`src/rtl/wmb_pkg.sv`:
```
package wmb_pkg;
  localparam int WORD_BYTES = 4;
  localparam int BLK_BYTES  = 16;
  localparam int LANES      = BLK_BYTES / WORD_BYTES;
  localparam int OFS_W      = $clog2(BLK_BYTES);
  localparam int WSEL_W     = $clog2(LANES);
  localparam int BLK_W      = BLK_BYTES * 8;
  localparam int WORD_W     = WORD_BYTES * 8;

  typedef logic [BLK_W-1:0]     blk_data_t;
  typedef logic [BLK_BYTES-1:0] blk_mask_t;
endpackage

```
`src/rtl/wmb_lane_place.sv`:
```
module wmb_lane_place
  import wmb_pkg::*;
(
  input  logic [WSEL_W-1:0]     wsel,
  input  logic [WORD_W-1:0]     word,
  input  logic [WORD_BYTES-1:0] be,
  output blk_data_t             blk_data,
  output blk_mask_t             blk_mask
);
  for (genvar ln = 0; ln < LANES; ln++) begin : g_lane
    for (genvar by = 0; by < WORD_BYTES; by++) begin : g_byte
      localparam int POS = ln * WORD_BYTES + by;
      logic sel;
      assign sel = (wsel == WSEL_W'(ln)) && be[by];
      assign blk_mask[POS] = sel;
      assign blk_data[POS*8 +: 8] = sel ? word[by*8 +: 8] : 8'h00;
    end
  end
endmodule

```
`src/rtl/wmb_tag_match.sv`:
```
module wmb_tag_match #(
  parameter int N  = 4,
  parameter int W  = 28,
  parameter int IW = 2
) (
  input  logic [W-1:0]        key,
  input  logic [N-1:0][W-1:0] tags,
  input  logic [N-1:0]        elig,
  output logic                hit,
  output logic [IW-1:0]       idx
);
  logic [N-1:0] eq;

  for (genvar s = 0; s < N; s++) begin : g_cmp
    assign eq[s] = elig[s] && (tags[s] == key);
  end

  assign hit = |eq;

  always_comb begin
    idx = '0;
    for (int s = N - 1; s >= 0; s--) begin
      if (eq[s]) idx = IW'(s);
    end
  end
endmodule

```
`src/rtl/wmb_slot_array.sv`:
```
module wmb_slot_array
  import wmb_pkg::*;
#(
  parameter int DEPTH = 4,
  parameter int TAG_W = 28,
  parameter int IW    = 2
) (
  input  logic                        clk,
  input  logic                        rst_n,
  input  logic                        alloc_en,
  input  logic [IW-1:0]               alloc_idx,
  input  logic                        merge_en,
  input  logic [IW-1:0]               merge_idx,
  input  logic                        free_en,
  input  logic [IW-1:0]               free_idx,
  input  logic [TAG_W-1:0]            wr_tag,
  input  blk_data_t                   wr_data,
  input  blk_mask_t                   wr_mask,
  output logic [DEPTH-1:0]            vld,
  output logic [DEPTH-1:0][TAG_W-1:0] tags,
  output blk_data_t [DEPTH-1:0]       datas,
  output blk_mask_t [DEPTH-1:0]       masks
);
  for (genvar s = 0; s < DEPTH; s++) begin : g_slot
    logic             v_q;
    logic [TAG_W-1:0] t_q;
    blk_data_t        d_q;
    blk_mask_t        m_q;
    logic             hit_alloc, hit_merge, hit_free;

    assign hit_alloc = alloc_en && (alloc_idx == IW'(s));
    assign hit_merge = merge_en && (merge_idx == IW'(s));
    assign hit_free  = free_en  && (free_idx  == IW'(s));

    always_ff @(posedge clk) begin
      if (!rst_n) begin
        v_q <= 1'b0;
        t_q <= '0;
        d_q <= '0;
        m_q <= '0;
      end else begin
        if (hit_free) v_q <= 1'b0;
        if (hit_alloc) begin
          v_q <= 1'b1;
          t_q <= wr_tag;
          d_q <= wr_data;
          m_q <= wr_mask;
        end else if (hit_merge) begin
          m_q <= m_q | wr_mask;
          for (int b = 0; b < BLK_BYTES; b++) begin
            if (wr_mask[b]) d_q[b*8 +: 8] <= wr_data[b*8 +: 8];
          end
        end
      end
    end

    assign vld[s]   = v_q;
    assign tags[s]  = t_q;
    assign datas[s] = d_q;
    assign masks[s] = m_q;
  end
endmodule

```
`src/rtl/wmb_merge_queue.sv`:
```
module wmb_merge_queue
  import wmb_pkg::*;
#(
  parameter int ADDR_W = 32,
  parameter int DEPTH  = 4
) (
  input  logic                    clk,
  input  logic                    rst_n,
  input  logic                    st_valid,
  output logic                    st_ready,
  input  logic [ADDR_W-1:0]       st_addr,
  input  logic [31:0]             st_data,
  input  logic [3:0]              st_be,
  output logic                    dr_valid,
  input  logic                    dr_ready,
  output logic [ADDR_W-OFS_W-1:0] dr_addr,
  output logic [BLK_W-1:0]        dr_data,
  output logic [BLK_BYTES-1:0]    dr_mask,
  input  logic [ADDR_W-1:0]       ld_addr,
  output logic                    ld_hazard
);
  localparam int TAG_W = ADDR_W - OFS_W;
  localparam int IW    = (DEPTH > 1) ? $clog2(DEPTH) : 1;
  localparam int CNT_W = $clog2(DEPTH + 1);

  logic [IW-1:0]    hd, tl;
  logic [CNT_W-1:0] occ;

  logic [TAG_W-1:0] st_tag, ld_tag;
  blk_data_t        pl_data;
  blk_mask_t        pl_mask;

  logic [DEPTH-1:0]            vld;
  logic [DEPTH-1:0][TAG_W-1:0] tags;
  blk_data_t [DEPTH-1:0]       datas;
  blk_mask_t [DEPTH-1:0]       masks;

  logic [DEPTH-1:0] head_sel, merge_elig;
  logic             st_hit, ld_hit;
  logic [IW-1:0]    st_idx, ld_idx;
  logic             full, st_fire, dr_fire, has_bytes, do_merge, do_alloc;
  logic             unused_lsb;

  assign st_tag     = st_addr[ADDR_W-1:OFS_W];
  assign ld_tag     = ld_addr[ADDR_W-1:OFS_W];
  assign unused_lsb = ^{st_addr[OFS_W-WSEL_W-1:0], ld_addr[OFS_W-1:0], ld_idx};

  wmb_lane_place u_place (
    .wsel     (st_addr[OFS_W-1:OFS_W-WSEL_W]),
    .word     (st_data),
    .be       (st_be),
    .blk_data (pl_data),
    .blk_mask (pl_mask)
  );

  for (genvar s = 0; s < DEPTH; s++) begin : g_head
    assign head_sel[s] = (hd == IW'(s));
  end
  assign merge_elig = vld & ~head_sel;

  wmb_tag_match #(.N(DEPTH), .W(TAG_W), .IW(IW)) u_st_match (
    .key  (st_tag),
    .tags (tags),
    .elig (merge_elig),
    .hit  (st_hit),
    .idx  (st_idx)
  );

  wmb_tag_match #(.N(DEPTH), .W(TAG_W), .IW(IW)) u_ld_match (
    .key  (ld_tag),
    .tags (tags),
    .elig (vld),
    .hit  (ld_hit),
    .idx  (ld_idx)
  );

  assign full      = (occ == CNT_W'(DEPTH));
  assign st_ready  = st_hit || !full;
  assign st_fire   = st_valid && st_ready;
  assign has_bytes = |st_be;
  assign do_merge  = st_fire && has_bytes && st_hit;
  assign do_alloc  = st_fire && has_bytes && !st_hit;

  assign dr_valid  = (occ != '0);
  assign dr_fire   = dr_valid && dr_ready;
  assign dr_addr   = tags[hd];
  assign dr_data   = datas[hd];
  assign dr_mask   = masks[hd];
  assign ld_hazard = ld_hit;

  wmb_slot_array #(.DEPTH(DEPTH), .TAG_W(TAG_W), .IW(IW)) u_slots (
    .clk       (clk),
    .rst_n     (rst_n),
    .alloc_en  (do_alloc),
    .alloc_idx (tl),
    .merge_en  (do_merge),
    .merge_idx (st_idx),
    .free_en   (dr_fire),
    .free_idx  (hd),
    .wr_tag    (st_tag),
    .wr_data   (pl_data),
    .wr_mask   (pl_mask),
    .vld       (vld),
    .tags      (tags),
    .datas     (datas),
    .masks     (masks)
  );

  function automatic logic [IW-1:0] ptr_inc(input logic [IW-1:0] p);
    return (p == IW'(DEPTH - 1)) ? '0 : p + 1'b1;
  endfunction

  always_ff @(posedge clk) begin
    if (!rst_n) begin
      hd  <= '0;
      tl  <= '0;
      occ <= '0;
    end else begin
      if (dr_fire)  hd <= ptr_inc(hd);
      if (do_alloc) tl <= ptr_inc(tl);
      occ <= occ + CNT_W'(do_alloc) - CNT_W'(dr_fire);
    end
  end
endmodule

```
`config.mk`:
```
export PLATFORM = sky130hd
export DESIGN_NAME = wmb_merge_queue
export DESIGN_NICKNAME = d
export VERILOG_FILES = /design/src/rtl/wmb_pkg.sv /design/src/rtl/wmb_lane_place.sv /design/src/rtl/wmb_tag_match.sv /design/src/rtl/wmb_slot_array.sv /design/src/rtl/wmb_merge_queue.sv
export SDC_FILE = /design/constraint.sdc
export NUM_CORES = 2
export LEC_CHECK = 0
export ABC_AREA = 1
export CAP_MARGIN = 20
export CORE_ASPECT_RATIO = 1.2
export CORE_MARGIN = 2
export CORE_UTILIZATION = 34
export DETAILED_ROUTE_END_ITERATION = 16
export PLACE_DENSITY_LB_ADDON = 0.25
export REMOVE_ABC_BUFFERS = 1
export SYNTH_ARGS = -nofsm -noshare
export SYNTH_HDL_FRONTEND = slang
export SYNTH_SLANG_ARGS = --single-unit
```
`constraint.sdc`:
```
create_clock -name clk -period 8.95 [get_ports clk]
set_input_delay 1.3425 -clock clk [delete_from_list [all_inputs] [get_ports clk]]
set_output_delay 1.3425 -clock clk [all_outputs]
set_load 0.02 [all_outputs]
```
==> results.sh <==
export IMPL_route_vias_total=35500
export IMPL_seqPwrFrac=0.329
export IMPL_cts_clk_slew_worst_paths_ns=0.06
export IMPL_antennaDiodeCount=0
export IMPL_timing_fmax_ghz=0.164
export IMPL_ant_nets=0
export IMPL_end_kind="output port"
export IMPL_slew_viol_final=0
export IMPL_synthTopCellsByCount="nand3_1, a21oi_1, dfxtp_1, o21ai_0, nand2_1"
export IMPL_p_clk_frac=0.315
export IMPL_port_buffer_count=272
export IMPL_ios=279
export IMPL_p_int_mw=6.28
export IMPL_finalHoldViolations=0
export IMPL_post_route_drc_count=0
export IMPL_h_tree_depth=3
export IMPL_timing_rr_end="u_slots.g_slot[2].d_q[4]"
export IMPL_cp_top_family="buffers and inverters"
export IMPL_die_w_um=293
export IMPL_path_buf_inv=4
export IMPL_cp_arrival_ns=4.74
export IMPL_stdcell_count=6112
export IMPL_drtIter0Drc=4003
export IMPL_synthTopCellsByArea="dfxtp_1, nand3_1, a21oi_1"
export IMPL_antenna_found_initial=2
export IMPL_rsz0062_at_grt="false"
export IMPL_cp_slowest_cell="buf_4"
export IMPL_fillers=10400
export IMPL_highest_layer="met5"
export IMPL_met2_length_um=64900
export IMPL_synth_flop_cell="dfxtp_1"
export IMPL_syn_area_per_cell_um2=7.01
export IMPL_finalInstanceArea_mm2=0.0393
export IMPL_crit_chain="inv_8, buf_4, buf_12, o21ai_0, o22ai_1, clkdlybuf4s50_1"
export IMPL_dp_cells=5969
export IMPL_r2r_slack_ns=3.23
export IMPL_slew_headroom=0.0753
export IMPL_first_pass_iters=6
export IMPL_cts_buffers_inserted=79
export IMPL_ctsResizeCount=0
export IMPL_switching_share=0.394
export IMPL_fin_nets=4875
export IMPL_tightest_slew_ns=1.39
export IMPL_startpoint_type="flop"
export IMPL_ys_warn_count=0
export IMPL_clk_latency_ns=0.67
export IMPL_leakage_nw=12.8
export IMPL_totalWireLength_um=142000
export IMPL_cts_tree="built"
export IMPL_maxCapViolations=0
export IMPL_grt_usage=0.264
export IMPL_grt_pass1_vias=32500
export IMPL_hold_depth=2
export IMPL_r2r_start="hd[1]"
export IMPL_wl_met3_um=11100
export IMPL_syn_area_mm2=0.0341
export IMPL_cts_hold_buffers=0
export IMPL_skew_ns=0.0563
export IMPL_hold_start="u_slots.g_slot[2].m_q[15]"
export IMPL_std_cell_rows=127
export IMPL_synthArstFlopShare=0
export IMPL_grt_pass1_wl_um=211000
export IMPL_power_switching_mw=4.08
export IMPL_status="finished clean"
export IMPL_core_area_mm2=0.0996
export IMPL_cts_root_buf="clkbuf_16"
export IMPL_grt_max_degree=223
export IMPL_synthMostInstantiatedCell="nand3_1"
export IMPL_min_to="u_slots.g_slot[2].m_q[15]"
export IMPL_gp_congestion=1.03
export IMPL_power_density_mw_per_mm2=264
export IMPL_vdd_drop_max_mv=0.185
export IMPL_yosysTopAreaCell="dfxtp_1"
export IMPL_wl_met1_um=59500
export IMPL_required_ns=7.61
export IMPL_gr_total_overflow=0
export IMPL_ys_seq_area_frac=0.411
export IMPL_die_h_um=351
export IMPL_path_class="reg -> out"
export IMPL_period_minus_slack_ns=6.09
export IMPL_reg2reg_depth=17
export IMPL_routedWlPerCell_um=23.2
export IMPL_vias_per_cell=5.81
export IMPL_cp_slowest_stage_delay_ns=0.80
export IMPL_post_dp_cell_area_mm2=0.0367
export IMPL_dpl_hpwl_um=81200
export IMPL_finalCritPeriodShare=0.680
export IMPL_drive_gt1_frac=0.0446
export IMPL_setup_viol=0
export IMPL_ys_ff_latch=699
export IMPL_synthCells=4861
export IMPL_synthDistinctLibCells=35
export IMPL_cp_max_fo=185
export IMPL_pwr_share_comb=0.356
export IMPL_clockBufferDepth=3
export IMPL_cts_setup_buffers=0
export IMPL_synthToLayoutAreaGrowth_pct=15.3
export IMPL_setup_tns_ns=0
export IMPL_initial_core_util=0.342
export IMPL_cts_sinks=699
export IMPL_synth_edff_count=0
export IMPL_yosysTopAreaCellShare=0.411
export IMPL_die_area_mm2=0.103
export IMPL_hp_class="reg -> reg"
-- routing by layer --
metal  global-route usage  up-vias
li1                     -    16700
met1                0.355    17000
met2                0.419     1575
met3               0.0404      294
met4                0.113        4
met5                    0        -
-- registers in the layout, summed over array words and instances, names as in the netlist --
signal / count
u_slots.g_slot.d_q: 512
u_slots.g_slot.t_q: 112
u_slots.g_slot.m_q: 64
u_slots.g_slot.v_q: 4
occ: 3
hd: 2
tl: 2
-- metrics by stage --
step	power (mW)	setup WS [ns]	util	hold WS (ns)
global route	10.8	2.65	0.394	0.477
CTS	10.4	2.96	0.394	0.460
global placement	7.14	2.61	0.369	0.442
finish	10.4	2.86	0.394	0.461
floorplan	5.42	-9.81	-	0.422
detailed placement	7.13	2.57	0.369	0.450
-- tightest hold or removal path, stage by stage (launching register included) --
cell and delay, ns:
dfxtp_1 0.30, nand2_1 0.06, a21oi_1 0.05
-- cell usage in the layout (no fill, tap or decap), drive strengths merged, types with 6 or more instances in the layout --
cell           Yosys  layout
buf              181      47
a21oi            785     785
clkinv             0      11
nand2            422     422
ha                10      10
nor2             378     378
xnor2             44      44
o22ai            205     205
o21ai            456     456
clkbuf           319     125
nand4             16      16
o2111ai            6       6
nand3           1072    1072
clkdlybuf4s50      0     271
xor2              29      29
inv              208     212
nor4              17      17
dfxtp            699     699
-- cell families (layout without fill, tap and decap cells) --
kind of cell / after synthesis / in the layout / synth area share
flip-flops: 699 / 699 / 0.411
AND/OR/NAND/NOR: 1910 / 1910 / 0.255
AO/OA/AOI/OAI: 1460 / 1460 / 0.223
buffers and inverters: 708 / 669 / 0.0884
XOR/XNOR: 73 / 73 / 0.0188
adder cells (fa/ha/maj): 11 / 11 / 0.00426
-- area by class of cell --
cell class                 instances  area, µm²  area share
clock buffer                     125       2340      0.0596
clock inverter                    18        205     0.00522
inverter                         208        801      0.0204
multi-input combinational       3454      17200       0.438
sequential                       699      14000       0.356
tap                             1290       1610      0.0411
timing repair buffer             318       3120      0.0793
-- power by group through the flow --
stage | logic, mW | clock network [mW] | registers (mW)
2_1_floorplan | 1.94 | 0 | 3.48
3_3_place_gp | 3.67 | 0 | 3.47
3_5_place_dp | 3.65 | 0 | 3.47
4_1_cts | 3.67 | 3.32 | 3.41
5_1_grt | 3.93 | 3.45 | 3.42
6_report | 3.69 | 3.26 | 3.41
-- worst max-delay path by stage --
stage                     startpoint                         to  slack (ns)  cells after the start
after floorplan                hd[0]   u_slots.g_slot[1].d_q[0]       -9.81                     16
after global placement      st_be[3]  u_slots.g_slot[2].d_q[77]        2.61                     10
after detailed placement    st_be[3]  u_slots.g_slot[2].d_q[43]        2.57                     10
after CTS                      hd[0]                dr_data[47]        2.96                      6
after global routing           hd[0]                dr_data[47]        2.65                      6
final                          hd[0]                dr_data[46]        2.86                      6
No activity file was read; power rests on OpenSTA's default activity.
